--- config.mk ---
export PLATFORM = sky130hd
export DESIGN_NAME = presc_watchdog
export DESIGN_NICKNAME = d
export VERILOG_FILES = /design/src/rtl/wdog_pkg.sv /design/src/rtl/wdog_regs.sv /design/src/rtl/wdog_tick.sv /design/src/rtl/wdog_core.sv /design/src/rtl/presc_watchdog.sv
export SDC_FILE = /design/constraint.sdc
export NUM_CORES = 1
export LEC_CHECK = 0
export BUFFER_PORTS_ARGS = -buffer_cell sky130_fd_sc_hd__buf_2
export CAP_MARGIN = 20
export CORE_ASPECT_RATIO = 1.5
export CORE_UTILIZATION = 30
export CTS_CLUSTER_SIZE = 30
export DETAILED_ROUTE_END_ITERATION = 10
export PLACE_DENSITY = 0.49
export SYNTH_ARGS = -nofsm -noshare
export SYNTH_HDL_FRONTEND = slang
export SYNTH_SLANG_ARGS = --single-unit
--- constraint.sdc ---
create_clock -name clk -period 2.8 [get_ports clk]
set_clock_uncertainty 0.15 [all_clocks]
set_input_delay 0.7 -clock clk [delete_from_list [all_inputs] [get_ports clk]]
set_output_delay 0.7 -clock clk [all_outputs]
set_load 0.005 [all_outputs]
--- src/rtl/wdog_pkg.sv ---
package wdog_pkg;

    localparam int PRESC_W   = 8;
    localparam int SEL_W     = 2;
    localparam int CNT_W     = 16;
    localparam int DATA_W    = 32;
    localparam int ADDR_W    = 4;
    localparam int BASE_DIV_LOG = 4;
    localparam int DIV_W     = BASE_DIV_LOG + (1 << SEL_W) - 1;
    localparam int PULSE_CYC = 4;

    localparam logic [PRESC_W-1:0] RST_PRESC  = 8'h80;
    localparam logic [CNT_W-1:0]   RST_RELOAD = 16'h8000;
    localparam logic [CNT_W-1:0]   RST_COUNT  = 16'h8000;

    typedef enum logic [1:0] {
        REG_CTRL   = 2'd0,
        REG_RELOAD = 2'd1,
        REG_COUNT  = 2'd2,
        REG_CLEAR  = 2'd3
    } reg_idx_e;

    typedef struct packed {
        logic [PRESC_W-1:0] presc;
        logic               run;
        logic [SEL_W-1:0]   sel;
        logic               irq_en;
        logic               rst_en;
    } ctrl_t;

    function automatic logic [DATA_W-1:0] ctrl_pack(input ctrl_t c);
        return {16'h0000, c.presc, 2'b00, c.run, c.sel, c.irq_en, 1'b0, c.rst_en};
    endfunction

    function automatic logic [DIV_W-1:0] stage2_last(input logic [SEL_W-1:0] s);
        logic [DIV_W-1:0] one;
        one = '0;
        one[0] = 1'b1;
        return (one << (BASE_DIV_LOG + int'(s))) - one;
    endfunction

endpackage

--- src/rtl/wdog_regs.sv ---
module wdog_regs
    import wdog_pkg::*;
(
    input  logic              clk,
    input  logic              rst,
    input  logic              bus_sel,
    input  logic              bus_wr,
    input  logic [ADDR_W-1:0] bus_addr,
    input  logic [DATA_W-1:0] bus_wdata,
    input  logic [CNT_W-1:0]  live_count,
    output ctrl_t             ctrl,
    output logic [CNT_W-1:0]  reload,
    output logic              cnt_load,
    output logic [CNT_W-1:0]  cnt_value,
    output logic              irq_clear,
    output logic [DATA_W-1:0] bus_rdata
);

    logic     aligned;
    reg_idx_e idx;
    logic     wr_en;
    logic     unused_wdata_bits;

    assign aligned = (bus_addr[1:0] == 2'b00);
    assign idx     = reg_idx_e'(bus_addr[3:2]);
    assign wr_en   = bus_sel && bus_wr && aligned;

    assign cnt_load  = wr_en && (idx == REG_COUNT);
    assign cnt_value = bus_wdata[CNT_W-1:0];
    assign irq_clear = wr_en && (idx == REG_CLEAR);

    assign unused_wdata_bits = ^{bus_wdata[DATA_W-1:16], bus_wdata[7:6], bus_wdata[1]};

    always_ff @(posedge clk) begin
        if (rst) begin
            ctrl.presc  <= RST_PRESC;
            ctrl.run    <= 1'b1;
            ctrl.sel    <= '0;
            ctrl.irq_en <= 1'b0;
            ctrl.rst_en <= 1'b1;
        end else if (wr_en && idx == REG_CTRL) begin
            ctrl.presc  <= bus_wdata[15:8];
            ctrl.run    <= bus_wdata[5];
            ctrl.sel    <= bus_wdata[4:3];
            ctrl.irq_en <= bus_wdata[2];
            ctrl.rst_en <= bus_wdata[0];
        end
    end

    always_ff @(posedge clk) begin
        if (rst) begin
            reload <= RST_RELOAD;
        end else if (wr_en && idx == REG_RELOAD && !ctrl.run) begin
            reload <= bus_wdata[CNT_W-1:0];
        end
    end

    always_comb begin
        bus_rdata = '0;
        if (aligned) begin
            unique case (idx)
                REG_CTRL:   bus_rdata = ctrl_pack(ctrl);
                REG_RELOAD: bus_rdata[CNT_W-1:0] = reload;
                REG_COUNT:  bus_rdata[CNT_W-1:0] = live_count;
                REG_CLEAR:  bus_rdata = '0;
                default:    bus_rdata = '0;
            endcase
        end
    end

    // a running timer keeps its reload value across any bus activity
    p_reload_locked_r6: assert property (@(posedge clk) disable iff (rst)
        $past(ctrl.run) |-> reload == $past(reload));

endmodule

--- src/rtl/wdog_tick.sv ---
module wdog_tick
    import wdog_pkg::*;
(
    input  logic  clk,
    input  logic  rst,
    input  ctrl_t ctrl,
    input  logic  restart,
    output logic  tick
);

    logic [PRESC_W-1:0] presc_cnt;
    logic [DIV_W-1:0]   div_cnt;
    logic               stage1;
    logic               stage2_wrap;

    assign stage1      = ctrl.run && (presc_cnt >= ctrl.presc);
    assign stage2_wrap = (div_cnt >= stage2_last(ctrl.sel));
    assign tick        = stage1 && stage2_wrap;

    always_ff @(posedge clk) begin
        if (rst || !ctrl.run || restart) begin
            presc_cnt <= '0;
            div_cnt   <= '0;
        end else begin
            if (stage1) begin
                presc_cnt <= '0;
                div_cnt   <= stage2_wrap ? '0 : div_cnt + 1'b1;
            end else begin
                presc_cnt <= presc_cnt + 1'b1;
            end
        end
    end

    // the shortest tick period is 16 cycles, so ticks never abut
    p_tick_spacing_r3: assert property (@(posedge clk) disable iff (rst)
        tick |=> !tick);

    // no tick in the cycle right after counting is switched on
    p_no_tick_on_start_r4: assert property (@(posedge clk) disable iff (rst)
        $rose(ctrl.run) |-> !tick);

endmodule

--- src/rtl/wdog_core.sv ---
module wdog_core
    import wdog_pkg::*;
#(
    parameter int PULSE_LEN = PULSE_CYC
) (
    input  logic             clk,
    input  logic             rst,
    input  ctrl_t            ctrl,
    input  logic             tick,
    input  logic             cnt_load,
    input  logic [CNT_W-1:0] cnt_value,
    input  logic [CNT_W-1:0] reload,
    input  logic             irq_clear,
    output logic [CNT_W-1:0] count,
    output logic             irq_out,
    output logic             rst_req_out
);

    localparam int PW = $clog2(PULSE_LEN + 1);

    logic          expire;
    logic [PW-1:0] pulse_cnt;

    assign expire = tick && !cnt_load && (count == '0);

    always_ff @(posedge clk) begin
        if (rst) begin
            count <= RST_COUNT;
        end else if (cnt_load) begin
            count <= cnt_value;
        end else if (tick) begin
            count <= (count == '0) ? reload : count - 1'b1;
        end
    end

    always_ff @(posedge clk) begin
        if (rst) begin
            irq_out <= 1'b0;
        end else if (expire && ctrl.irq_en) begin
            irq_out <= 1'b1;
        end else if (irq_clear) begin
            irq_out <= 1'b0;
        end
    end

    always_ff @(posedge clk) begin
        if (rst) begin
            pulse_cnt <= '0;
        end else if (expire && ctrl.rst_en) begin
            pulse_cnt <= PW'(PULSE_LEN);
        end else if (pulse_cnt != '0) begin
            pulse_cnt <= pulse_cnt - 1'b1;
        end
    end

    assign rst_req_out = (pulse_cnt != '0);

    logic [7:0] hi_len;
    always_ff @(posedge clk) begin
        if (rst) begin
            hi_len <= '0;
        end else if (rst_req_out) begin
            hi_len <= (hi_len == 8'hFF) ? hi_len : hi_len + 1'b1;
        end else begin
            hi_len <= '0;
        end
    end

    // a reset request never ends before its full length
    p_pulse_len_r9: assert property (@(posedge clk) disable iff (rst)
        $fell(rst_req_out) |-> hi_len >= 8'(PULSE_LEN));

    // the interrupt flag only drops through a clear write
    p_irq_sticky_r8: assert property (@(posedge clk) disable iff (rst)
        (irq_out && !irq_clear) |=> irq_out);

    // expiry brings the reload value into the counter
    p_expire_reload_r7: assert property (@(posedge clk) disable iff (rst)
        expire |=> count == $past(reload));

    // a count write always wins over a tick
    p_load_wins_r5: assert property (@(posedge clk) disable iff (rst)
        cnt_load |=> count == $past(cnt_value));

endmodule

--- src/rtl/presc_watchdog.sv ---
module presc_watchdog
    import wdog_pkg::*;
(
    input  logic              clk,
    input  logic              rst,
    input  logic              bus_sel,
    input  logic              bus_wr,
    input  logic [ADDR_W-1:0] bus_addr,
    input  logic [DATA_W-1:0] bus_wdata,
    output logic [DATA_W-1:0] bus_rdata,
    output logic              irq_out,
    output logic              rst_req_out
);

    ctrl_t            ctrl;
    logic [CNT_W-1:0] reload;
    logic [CNT_W-1:0] count;
    logic [CNT_W-1:0] cnt_value;
    logic             cnt_load;
    logic             irq_clear;
    logic             tick;

    wdog_regs u_regs (
        .clk        (clk),
        .rst        (rst),
        .bus_sel    (bus_sel),
        .bus_wr     (bus_wr),
        .bus_addr   (bus_addr),
        .bus_wdata  (bus_wdata),
        .live_count (count),
        .ctrl       (ctrl),
        .reload     (reload),
        .cnt_load   (cnt_load),
        .cnt_value  (cnt_value),
        .irq_clear  (irq_clear),
        .bus_rdata  (bus_rdata)
    );

    wdog_tick u_tick (
        .clk     (clk),
        .rst     (rst),
        .ctrl    (ctrl),
        .restart (cnt_load),
        .tick    (tick)
    );

    wdog_core #(.PULSE_LEN(PULSE_CYC)) u_core (
        .clk         (clk),
        .rst         (rst),
        .ctrl        (ctrl),
        .tick        (tick),
        .cnt_load    (cnt_load),
        .cnt_value   (cnt_value),
        .reload      (reload),
        .irq_clear   (irq_clear),
        .count       (count),
        .irq_out     (irq_out),
        .rst_req_out (rst_req_out)
    );

    // an expiry output never rises while counting is off
    p_quiet_when_off_r2: assert property (@(posedge clk) disable iff (rst)
        (!$past(ctrl.run) && !ctrl.run) |-> !$rose(irq_out));

endmodule

==> flow_summary.yaml, run 1 <==
status:
  status: "finished clean"
global_routing:
  grt_max_degree: 22
  antenna_found_initial: 0
  grt_pass1_wl_um: 17600
  grt_pass1_vias: 3437
  overflow: 0
  grt_use_total_pct: 17.37
clock_tree:
  cts_tree: "built"
  clock_sinks: 64
  postCtsSetupBuffers: 0
  cts.reportedPaths.clkPinSlew_ps: 50
  htree_levels: 3
  cts_buffers: 9
  clk_latency_ps: 330
  clockBufferDepth: 2
  cts-root-buf: "clkbuf_16"
  hold_buffers: 0
  cts_resized: 0
final_layout:
  area_growth_pct: 20.22
  fill_cells: 1313
  final_common_cell: "nand2_1"
  final_nets: 597
  final-seq-area_um2: 1281
  drive_above_1_share_pct: 17.28
  antennaDiodeCount: 0
  final_cell_mix: "nand2_1 (79), dfxtp_1 (64), nor2_1 (62), a21oi_1 (45), buf_2 (41)"
  multi_input_area_um2: 2285
floorplanning:
  core_um2: 12450
  die_width_um: 94.26
  die_area_um2: 13230
  rows: 50
  ios: 74
  die_h_um: 140.4
  initial_utilization_pct: 30.76
placed_design:
  io_buffers: 41
  routabilityCongestion: 0.8112
  post-dp-hpwl_um: 8149
sta:
  hold_ws_ps: 323.1
  tightest_slew_ps: 737.9
  setup_viol: 0
  hold_violations: 0
  max_freq_ghz: 0.3936
  tns_ps: 0
  rsz0062_at_grt: "false"
  final.min_clock_period_ps: 2541
  timing.final.crit_share_pct: 90.73
  report.final.slew_viol_count: 0
  max_slew_margin_pct: 50.81
detailed_routing:
  drc: 0
  via_count: 3498
  wl_per_cell_um: 15.42
  first_iter_violations: 161
  wl_um: 10800
  vias_per_cell: 4.997
  firstDrtPassIters: 5
  ant_nets: 0
yosys:
  synth_top_area_share_pct: 33.45
  synth.largest_area_cell: "dfxtp_1"
  synth-compound-area-share_pct: 15.45
  yosysUniqueCellTypes: 57
  synth_flop_cell: "dfxtp_1"
  synthAdderAreaFrac_pct: 5.880
  synthXorXnorAreaFrac_pct: 5.031
  ys_seq_area_share_pct: 33.45
  muxShareOfSynthArea_pct: 4.182
  yosysWarnings: 0
  ys_seq_elements: 64
  syn-cell-area_um2: 3830
  ys_top_cells_by_area: "dfxtp_1 (33%), nand2_1 (7.7%), nor2_1 (6.1%)"
  synth-simple-area-share_pct: 27.54
  avgSynthCellArea_um2: 7.784
  synth_edf_count: 0
  syn_inst: 492
  async_flop_share_pct: 0
  synth_top_family_by_area: "simple AND/OR/NAND/NOR gates"
power:
  power_density_nw_per_um2: 537.2
  peakVddDrop_mv: 0.3095
  leakage_nw: 1.916
min_path:
  min_path_type: "flop to flop"
  min_from: "u_regs.reload[1]"
critical_path:
  worstSetupPathType: "input pin to output pin"
  crit_chain: "buf_2 -> buf_12 -> mux2i_1 -> nor2_1 -> a21oi_1 -> nor2_1 -> buf_2"
  critPathMaxFanout: 8
  required_ps: 1950
  slowest_stage: "buf_2"
  endpoint_kind: "output pin"
  reg2reg_from: "u_regs.ctrl[7]"
  critPathMaxStageDelay_ps: 210
  cp.arrival_ps: 1690
  startpoint: "bus_addr[3]"
  cp-start-kind: "input pin"
flow_run:
  cap_violations: 0
-- synthesized netlist by cell type, types with 2 or more instances --
| library cell | n |
|---|---|
| nand2_1 | 79 |
| dfxtp_1 | 64 |
| nor2_1 | 62 |
| a21oi_1 | 45 |
| inv_1 | 19 |
| clkbuf_1 | 18 |
| ha_1 | 18 |
| buf_4 | 17 |
| nand3_1 | 17 |
| mux2i_1 | 16 |
| xor2_1 | 13 |
| nor3_1 | 12 |
| o21ai_0 | 9 |
| xnor2_1 | 9 |
| nand4_1 | 7 |
| a221o_1 | 6 |
| and3_1 | 6 |
| buf_2 | 5 |
| a22oi_1 | 4 |
| nand3b_1 | 4 |
| o2111ai_1 | 4 |
| or3_1 | 4 |
| a32oi_1 | 3 |
| nand2b_1 | 3 |
| nor2b_1 | 3 |
| nor4_1 | 3 |
| o211ai_1 | 3 |
| a211o_1 | 2 |
| a21o_1 | 2 |
| a311oi_1 | 2 |
| and2_1 | 2 |
| buf_1 | 2 |
| clkbuf_2 | 2 |
| nor4_4 | 2 |
| o311ai_1 | 2 |
| or2_2 | 2 |
-- final cells by class --
type                       instances  share of cell area [%]
tap                              156                   4.239
inverter                          19                   1.549
clock buffer                      12                   5.788
timing repair buffer              66                   9.348
clock inverter                     4                   1.630
sequential                        64                   27.83
multi-input combinational        379                   49.62
-- sequential cells by signal, indices dropped and copies added (netlist names) --
signal / flops
u_regs.reload: 16
u_core.irq_out: 1
u_regs.ctrl: 13
u_core.count: 16
u_core.pulse_cnt: 3
u_tick.presc_cnt: 8
u_tick.div_cnt: 7
-- critical path: cells and delay by family --
family                 cells  cell delay [ps]
and+or+nand+nor            2              110
muxes                      1              180
AOI/OAI and AO/OA          1              170
buffers and inverters      3              520
-- final timing paths --
path         slack, ps  cells past startpoint             endpoint
max                260                      7         bus_rdata[8]
min                320                      2     u_regs.reload[1]
max reg2reg        320                      9  u_core.pulse_cnt[0]
min reg2reg        320                      2     u_regs.reload[1]
-- cell families (layout without fill, tap and decap cells) --
family,Yosys count,count (layout)
xor+xnor,22,22
flops,64,64
fa+ha+maj,18,18
other cells,1,16
compound gates,91,91
simple gates,216,216
mux,16,16
buf+inv,64,101
-- metrics by stage --
stage          setup WS, ps  util, %  std cells  cell area (um^2)  power [mW]
2_1_floorplan         181.1        -        507              3886       1.141
3_3_place_gp          262.5    34.24        684              4263       1.212
3_5_place_dp          251.3    34.24        684              4263       1.217
4_1_cts               258.3    36.98        700              4604       2.500
5_1_grt               113.5    36.98        700              4604       2.577
6_report              259.4    36.98        700              4604       2.473
-- per-layer routing --
| layer | GRT usage, % | vias to the layer above | share of wire [%] |
|---|---|---|---|
| met4 | 6.235 | 0 | 2.0 |
| met2 | 31.01 | 79 | 52 |
| met3 | 3.203 | 13 | 4.1 |
| met1 | 20.19 | 1643 | 42 |
| li1 | - | 1763 | - |
| met5 | 0 | - | 0 |
-- power by group --
part | switching [mW] | total [mW] | internal, mW
sequential | 0.0157 | 0.944 | 0.928
combinational | 0.142 | 0.252 | 0.109
clock | 0.426 | 1.28 | 0.852
total | 0.584 | 2.47 | 1.89
Note: power is estimated with default switching activity, not from simulation.
==> run 2: changes to the inputs <==
--- a/config.mk
+++ b/config.mk
@@ -5,13 +5,13 @@
 export SDC_FILE = /design/constraint.sdc
 export NUM_CORES = 1
 export LEC_CHECK = 0
-export BUFFER_PORTS_ARGS = -buffer_cell sky130_fd_sc_hd__buf_2
 export CAP_MARGIN = 20
 export CORE_ASPECT_RATIO = 1.5
 export CORE_UTILIZATION = 30
 export CTS_CLUSTER_SIZE = 30
 export DETAILED_ROUTE_END_ITERATION = 10
-export PLACE_DENSITY = 0.49
+export DONT_BUFFER_PORTS = 1
+export PLACE_DENSITY = 0.44
 export SYNTH_ARGS = -nofsm -noshare
 export SYNTH_HDL_FRONTEND = slang
 export SYNTH_SLANG_ARGS = --single-unit
==> run 2 against run 1 <==
Global-route usage rose by 0.65 points. Setup slack got worse by 19 ps. Die area did not move. Via count fell by 4.0%. Non-clock buffer count fell by 48. Sequential cell count did not move. Critical path type is now flop to flop. Largest power group unchanged.
==> flow_summary.yaml, run 2 (synthesized netlist as in run 1, its figures left out) <==
clock_tree:
  clockBufferDepth: 2
  postCtsSetupBuffers: 0
  clk_latency_ps: 330
  cts_buffers: 9
  hold_buffers: 0
  cts_tree: "built"
  htree_levels: 3
  cts_resized: 0
  cts-root-buf: "clkbuf_16"
  clock_sinks: 64
  cts.reportedPaths.clkPinSlew_ps: 60
power:
  leakage_nw: 1.662
  total_power_mw: 2.242
  power_density_nw_per_um2: 526.8
  peakVddDrop_mv: 0.2673
critical_path:
  timing.rr.end: "u_core.pulse_cnt[1]"
  reg2reg_from: "u_tick.presc_cnt[0]"
  worstSetupPathType: "flop to flop"
  critPathMaxFanout: 13
  required_ps: 2900
  cp.arrival_ps: 2660
  rr_worst_depth: 9
  rrSetupSlack_ps: 240
  cp-start-kind: "flop"
  endpoint_kind: "flop"
final_layout:
  fill_cells: 1318
  final-seq-area_um2: 1281
  reg.largest.list: "u_core.count (16), u_regs.reload (16), u_regs.ctrl (13)"
  final_common_cell: "nand2_1"
  antennaDiodeCount: 0
  layout.cells.non_filler: 651
  final_nets: 549
  multi_input_area_um2: 2285
  drive_above_1_share_pct: 8.889
  final_cell_mix: "nand2_1 (79), dfxtp_1 (64), nor2_1 (62), a21oi_1 (45), inv_1 (19)"
  area_growth_pct: 11.11
detailed_routing:
  wl_um: 11040
  drc: 0
  vias_per_cell: 5.160
  wl_per_cell_um: 16.96
  firstDrtPassIters: 4
  via_count: 3359
  first_iter_violations: 176
  ant_nets: 0
sta:
  tightest_slew_ps: 524.4
  rsz0062_at_grt: "false"
  max_freq_ghz: 0.3907
  hold_violations: 0
  tns_ps: 0
  report.final.slew_viol_count: 0
  timing.final.crit_share_pct: 91.41
  max_slew_margin_pct: 64.14
  setup_viol: 0
  final.min_clock_period_ps: 2560
floorplanning:
  initial_utilization_pct: 30.76
  ios: 74
  die_h_um: 140.4
  die_width_um: 94.26
  die_area_um2: 13230
  rows: 50
  core_um2: 12450
min_path:
  hold_path_end: "u_regs.reload[0]"
  hold_path_depth: 1
  min_from: "rst"
  min_path_type: "input pin to flop"
global_routing:
  overflow: 0
  antenna_found_initial: 0
  grt_pass1_wl_um: 17970
  grt_use_total_pct: 18.02
  grt_pass1_vias: 3408
  grt_max_degree: 40
placed_design:
  post-dp-hpwl_um: 8103
  routabilityCongestion: 0.7919
  placed_cells: 636
  io_buffers: 0
flow_run:
  cap_violations: 0
status:
  status: "finished clean"
## run 2: changes by cell type in the layout (fill, tap and decap cells not counted), sizes merged
cell / change
clkbuf: -1
bufinv: -1
clkinv: +3
buf: -48
clkinvlp: -2
## run 2: per-layer routing
| metal | wire, um | vias to the layer above | global-route usage, % |
|---|---|---|---|
| met5 | 0 | - | 0 |
| met4 | 215 | 0 | 6.397 |
| met3 | 526 | 15 | 4.397 |
| li1 | - | 1665 | - |
| met1 | 4487 | 1607 | 20.36 |
| met2 | 5811 | 72 | 32.11 |
## run 2: worst max path at each step
| stage | endpoint | start | depth (start not counted) | slack [ps] |
|---|---|---|---|---|
| global placement | u_core.pulse_cnt[1] | u_tick.presc_cnt[0] | 9 | 300 |
| finish | u_core.pulse_cnt[1] | u_tick.presc_cnt[0] | 9 | 240 |
| CTS | u_core.pulse_cnt[0] | u_regs.ctrl[7] | 9 | 250 |
| floorplan | bus_rdata[10] | bus_addr[3] | 6 | 180 |
| global route | u_core.pulse_cnt[1] | u_tick.presc_cnt[0] | 9 | 0.2 |
| detailed placement | u_core.pulse_cnt[0] | u_regs.ctrl[7] | 9 | 250 |
## run 2: final cells by class
type	count	area share (%)
flip-flops and latches	64	30.11
inverters	19	1.676
well taps	156	4.587
multi-input cells	379	53.69
clock inverters	4	1.059
repair buffers	18	3.176
clock buffers	11	5.704
## run 2: per-stage QoR
stage,util [%],setup WS [ps],hold WS [ps],instance area [um^2]
after floorplan,-,181.1,296.6,3886
after global placement,31.87,303.4,305.7,3968
after detailed placement,31.87,251.7,312.5,3968
after CTS,34.18,246.1,272.5,4255
after global routing,34.18,0.2374,271.5,4255
final,34.18,240.4,280.2,4255
## run 2: report_power, final
part,internal (mW),total (mW),switching [mW]
clock network,0.703,1.11,0.403
registers,0.929,0.944,0.0153
logic,0.0845,0.192,0.107
## run 2: critical path, cell delays in order, from the launching register on
cell and delay, ps:
dfxtp_1 320, inv_1 40, ha_1 250, nand2b_1 140, a2111oi_0 530, o31ai_1 240, and3_1 240, buf_4 200
nand4_1 170, nor3b_1 190
